`config.mk`:
```
export PLATFORM = sky130hd
export DESIGN_NAME = intc_top
export DESIGN_NICKNAME = d
export VERILOG_FILES = /design/src/rtl/intc_pkg.sv /design/src/rtl/intc_rise_det.sv /design/src/rtl/intc_pend_bank.sv /design/src/rtl/intc_req.sv /design/src/rtl/intc_top.sv
export SDC_FILE = /design/constraint.sdc
export NUM_CORES = 1
export LEC_CHECK = 0
export BUFFER_PORTS_ARGS = -buffer_cell sky130_fd_sc_hd__buf_2
export CAP_MARGIN = 30
export CORE_MARGIN = 10
export CORE_UTILIZATION = 46
export CTS_CLUSTER_SIZE = 28
export DETAILED_ROUTE_END_ITERATION = 16
export GPL_TIMING_DRIVEN = 0
export HOLD_SLACK_MARGIN = 0.06
export PLACE_DENSITY = 0.87
export SLEW_MARGIN = 20
export SYNTH_ARGS = -nofsm -noshare
export SYNTH_HDL_FRONTEND = slang
export SYNTH_SLANG_ARGS = --single-unit
```
`constraint.sdc`:
```
create_clock -name clk -period 1.3 [get_ports clk]
set_clock_uncertainty 0.15 [all_clocks]
set_input_delay 0.13 -clock clk [delete_from_list [all_inputs] [get_ports clk]]
set_output_delay 0.13 -clock clk [all_outputs]
set_load 0.01 [all_outputs]
```
`src/rtl/intc_pkg.sv`:
```
package intc_pkg;

  localparam int MAXW = 64;
  typedef logic [MAXW-1:0] vec_t;

  typedef enum logic {
    SEL_MASK = 1'b0,
    SEL_PEND = 1'b1
  } reg_sel_e;

  // Bits retired by a pending-word write under the chosen polarity.
  function automatic vec_t retire_bits(input logic wr, input vec_t wdata,
                                       input logic zero_clears);
    if (!wr) return '0;
    return zero_clears ? ~wdata : wdata;
  endfunction

  // Sticky update: a set always beats a retire.
  function automatic vec_t sticky_next(input vec_t set_v, input vec_t cur,
                                       input vec_t retire);
    return set_v | (cur & ~retire);
  endfunction

endpackage

```
`src/rtl/intc_rise_det.sv`:
```
module intc_rise_det #(
  parameter int                 N_LINES  = 32,
  parameter logic [N_LINES-1:0] EDGE_SEL = '1
) (
  input  logic               clk,
  input  logic               rst_n,
  input  logic [N_LINES-1:0] irq_in,
  output logic [N_LINES-1:0] rise
);

  logic [N_LINES-1:0] prev_q;

  always_ff @(posedge clk) begin
    if (!rst_n) prev_q <= '0;
    else        prev_q <= irq_in;
  end

  assign rise = irq_in & ~prev_q & EDGE_SEL;

endmodule

```
`src/rtl/intc_pend_bank.sv`:
```
module intc_pend_bank
  import intc_pkg::*;
#(
  parameter int                 N_LINES     = 32,
  parameter logic [N_LINES-1:0] EDGE_SEL    = '1,
  parameter bit                 ZERO_CLEARS = 1'b0
) (
  input  logic               clk,
  input  logic               rst_n,
  input  logic [N_LINES-1:0] irq_in,
  input  logic [N_LINES-1:0] rise,
  input  logic [N_LINES-1:0] retire,
  output logic [N_LINES-1:0] pend_q
);

  // Level lines are captured only in the alternate build.
  localparam logic [N_LINES-1:0] LVL_LATCH = ZERO_CLEARS ? ~EDGE_SEL : '0;
  localparam logic [N_LINES-1:0] STICKY_M  = EDGE_SEL | LVL_LATCH;

  logic [N_LINES-1:0] set_v;
  logic [N_LINES-1:0] sticky_v;
  logic [N_LINES-1:0] pend_d;

  assign set_v    = rise | (irq_in & LVL_LATCH);
  assign sticky_v = N_LINES'(sticky_next(vec_t'(set_v), vec_t'(pend_q),
                                         vec_t'(retire)));

  for (genvar i = 0; i < N_LINES; i++) begin : g_bit
    if (STICKY_M[i]) begin : g_sticky
      assign pend_d[i] = sticky_v[i];
    end else begin : g_follow
      assign pend_d[i] = irq_in[i];
    end
  end

  always_ff @(posedge clk) begin
    if (!rst_n) pend_q <= '0;
    else        pend_q <= pend_d;
  end

  // a detected edge is never lost, even against a retire.
  a_r4_edge_lands: assert property (@(posedge clk) disable iff (!rst_n)
    (rise != '0) |=> ((pend_q & $past(rise)) == $past(rise)));

  // a retire with no competing set empties the bit.
  a_r5_retire_empties: assert property (@(posedge clk) disable iff (!rst_n)
    ((retire & ~set_v & STICKY_M) != '0) |=>
      ((pend_q & $past(retire & ~set_v & STICKY_M)) == '0));

  // sticky bits move only on a set or a retire.
  a_r9_sticky_hold: assert property (@(posedge clk) disable iff (!rst_n)
    1'b1 |=> (((pend_q ^ $past(pend_q)) &
               $past(STICKY_M & ~set_v & ~retire)) == '0));

  if (!ZERO_CLEARS) begin : g_lvl_chk
    // standard level bits track the input one edge later.
    a_r8_level_tracks: assert property (@(posedge clk) disable iff (!rst_n)
      1'b1 |=> (((pend_q ^ $past(irq_in)) & ~EDGE_SEL) == '0));
  end

endmodule

```
`src/rtl/intc_req.sv`:
```
module intc_req #(
  parameter int N_LINES = 32
) (
  input  logic               clk,
  input  logic               rst_n,
  input  logic [N_LINES-1:0] pend_q,
  input  logic [N_LINES-1:0] mask_q,
  output logic               cpu_irq
);

  logic [N_LINES-1:0] hit;

  assign hit = pend_q & mask_q;

  always_ff @(posedge clk) begin
    if (!rst_n) cpu_irq <= 1'b0;
    else        cpu_irq <= |hit;
  end

  // request follows the previous cycle's enabled pending set.
  a_r3_req_follows: assert property (@(posedge clk) disable iff (!rst_n)
    1'b1 |=> (cpu_irq == (|$past(hit))));

endmodule

```
`src/rtl/intc_top.sv`:
```
module intc_top
  import intc_pkg::*;
#(
  parameter int                 N_LINES     = 32,
  parameter logic [N_LINES-1:0] EDGE_SEL    = N_LINES'(32'h0000_FFFF),
  parameter bit                 ZERO_CLEARS = 1'b0
) (
  input  logic               clk,
  input  logic               rst_n,
  input  logic [N_LINES-1:0] irq_in,
  input  logic               reg_sel,
  input  logic               reg_we,
  input  logic [N_LINES-1:0] reg_wdata,
  output logic [N_LINES-1:0] reg_rdata,
  output logic               cpu_irq
);

  reg_sel_e           sel;
  logic               mask_wr;
  logic               pend_wr;
  logic [N_LINES-1:0] mask_q;
  logic [N_LINES-1:0] pend_q;
  logic [N_LINES-1:0] rise;
  logic [N_LINES-1:0] retire;

  assign sel     = reg_sel_e'(reg_sel);
  assign mask_wr = reg_we && (sel == SEL_MASK);
  assign pend_wr = reg_we && (sel == SEL_PEND);
  assign retire  = N_LINES'(retire_bits(pend_wr, vec_t'(reg_wdata),
                                        ZERO_CLEARS));

  always_ff @(posedge clk) begin
    if (!rst_n)       mask_q <= '0;
    else if (mask_wr) mask_q <= reg_wdata;
  end

  assign reg_rdata = (sel == SEL_PEND) ? pend_q : mask_q;

  intc_rise_det #(.N_LINES(N_LINES), .EDGE_SEL(EDGE_SEL)) u_rise (
    .clk(clk), .rst_n(rst_n), .irq_in(irq_in), .rise(rise)
  );

  intc_pend_bank #(.N_LINES(N_LINES), .EDGE_SEL(EDGE_SEL),
                   .ZERO_CLEARS(ZERO_CLEARS)) u_pend (
    .clk(clk), .rst_n(rst_n), .irq_in(irq_in), .rise(rise),
    .retire(retire), .pend_q(pend_q)
  );

  intc_req #(.N_LINES(N_LINES)) u_req (
    .clk(clk), .rst_n(rst_n), .pend_q(pend_q), .mask_q(mask_q),
    .cpu_irq(cpu_irq)
  );

  // a mask write lands in the mask word.
  a_r2_mask_write: assert property (@(posedge clk) disable iff (!rst_n)
    mask_wr |=> (mask_q == $past(reg_wdata)));

endmodule

```
==> impl_metrics.toml <==
[outcome]
outcome = "finished with violations"
failed_checks = "negative setup slack"

[clock_tree]
htree_levels = 3
cts_buffer_depth = 2
path_clk_slew_ns = 0.08
cts_tree = "built"
insertion_delay_ns = 0.35
cts_root_buf = "clkbuf_8"
clock-sinks = 81
cts_made_buffers = 9

[pwr]
power_leakage_nw = 2.30
ir_drop_mv = 1.15
p_per_area_nw_per_um2 = 1110
power_mw = 5.88

[layout]
areaGrowthSynthToFinish_pct = 59.1
fin_nets = 583
drive_above_1_share = 0.430
fillCellCount = 434
seqCellArea_um2 = 1690
multi_input_area_um2 = 1680
postLayoutCoreUtil = 0.765

[yosys]
syn-instance-count = 334
yosys.cell_types.count = 18
postSynth.asyncResetShare = 0
synth_edf_count = 0
syn-cell-area_um2 = 3320
yosysMostFrequentCell = "dfxtp_1"
synth_top_area_frac = 0.489
synth_area_leaders = "dfxtp_1 (49%), mux2_2 (11%), a21boi_1 (9.0%), nand2_1 (7.2%), and2_1 (6.0%)"
avgSynthCellArea_um2 = 9.94
ys_seq_area_frac = 0.489
synth_common_cells = "dfxtp_1 (81), nand2_1 (64), a21boi_1 (40)"
yosys.area.top_type = "dfxtp_1"
ys.flop_type = "dfxtp_1"
syn_nets = 402
ys_warn_count = 0
ys_seq_elements = 81

[sta]
worst_hold_slack_ns = 0.121
timing.slew.headroom = 0.602
period_needed_ns = 1.39
fmax_mhz = 717
postLayoutSetupSlackWorst_ns = -0.0948
tightest_slew_ns = 0.597
setup_viol_count_final = 33
rsz0062_at_grt = "yes"
drv_slew = 0
fin_crit_sh = 1.07
finalHoldViolCount = 0
tns_ns = -2.08

[grt]
antenna_found_initial = 1
grt_pass1_vias = 3427
track_usage = 0.201
grt_pass1_wl_um = 17800
grt_remaining_overflow = 0
grt_max_degree = 13

[worst_setup_path]
path_max_fanout = 3
arrival_ns = 1.11
cp.required_ns = 1.02
criticalPathCategory = "register to output port"
end_kind = "output port"
critPathLaunchType = "register"

[die]
rows = 30
start_util = 0.481
fp.coreArea_um2 = 6910
die_area_um2 = 11000
dieHeight_um = 105
die_w_um = 105
ios = 101

[routing]
vias_per_cell = 5.09
dr_total_vias = 3135
drc = 0
drt_iter0_markers = 164
dr.pass1.iters = 4
ant_nets = 0
routedWlPerCell_um = 19.1
wl_um = 11800

[min_path]
min_path_type = "primary input to register"

[place]
place.port_buffers = 98
place.gp.congestion = 0.797
post-dp-hpwl_um = 7010

[flow_run]
max_cap_viol_count = 0
==> per-stage QoR <==
stage / cells / setup slack (ns) / area, µm²
5_1_grt: 616 / -0.142 / 5280
4_1_cts: 613 / -0.0888 / 5110
3_3_place_gp: 528 / -0.0774 / 3930
2_1_floorplan: 334 / 0.0659 / 3320
6_report: 616 / -0.0948 / 5280
3_5_place_dp: 528 / -0.0673 / 3930
==> worst max-delay path: stages (launching register included) <==
cell	delay, ns
dfxtp_2	0.35
mux2_4	0.29
buf_6	0.13
==> final timing paths <==
path                                             startpoint                           to  slack (ns)  depth (start not counted)
worst max-delay path                mask_q[22]$_SDFFE_PN0P_                reg_rdata[22]       -0.09                          2
worst min-delay path                                  rst_n  u_pend.pend_q[0]$_SDFF_PN0_        0.12                          3
worst max register to register  u_pend.pend_q[9]$_SDFF_PN0_     u_req.cpu_irq$_SDFF_PN0_       -0.08                          3
worst min register to register      mask_q[14]$_SDFFE_PN0P_      mask_q[14]$_SDFFE_PN0P_        0.31                          2
==> where the power goes <==
group	internal, mW	leakage, nW	switching [mW]	total, mW
registers	2.64	0.688	0.102	2.74
clock network	1.23	0.116	0.870	2.10
logic	0.616	1.49	0.418	1.03
total	4.49	2.30	1.39	5.88
==> layout by cell type, fill, tap and decap left out, drive strengths merged <==
master / n
a21boi: 48
a22oi: 16
and2: 33
buf: 117
bufinv: 2
clkbuf: 21
dfxtp: 81
diode: 1
dlygate4sd3: 65
dlymetal6s4s: 1
mux2: 32
nand2: 64
nand2b: 1
nand4: 4
nor2b: 17
o21a: 16
o41a: 1
==> layout make-up <==
class / count / area share
Buffer: 21 / 0.0268
Tap cell: 96 / 0.0227
Timing Repair Buffer: 170 / 0.269
Antenna cell: 1 / 0.000474
Clock buffer: 13 / 0.0320
Multi-Input combinational cell: 232 / 0.319
Sequential cell: 81 / 0.319
Clock inverter: 2 / 0.0114
==> layer usage <==
| layer | wire [µm] | track usage |
|---|---|---|
| met5 | 0 | 0 |
| met4 | 232 | 0.0735 |
| met3 | 730 | 0.0608 |
| met2 | 6410 | 0.369 |
| met1 | 4370 | 0.211 |
==> timing repair <==
item,in CTS,in global routing
setup endpoints to repair,33,70
buffers inserted,4,2
resized for setup,78,42
gates cloned,0,1
hold buffers,66,0
hold endpoints to repair,80,0
pin swaps,0,2
==> registers in the layout (all words and copies together), names as in the netlist <==
| name | flops |
|---|---|
| u_pend.pend_q | 32 |
| u_rise.prev_q | 16 |
| u_req.cpu_irq | 1 |
| mask_q | 32 |
==> cells by family after synthesis <==
kind of cell | share of synthesized area
simple gates | 0.178
flops | 0.489
compound gates | 0.187
mux | 0.109
buf+inv | 0.0381
No activity file was read; power rests on OpenSTA's default activity.
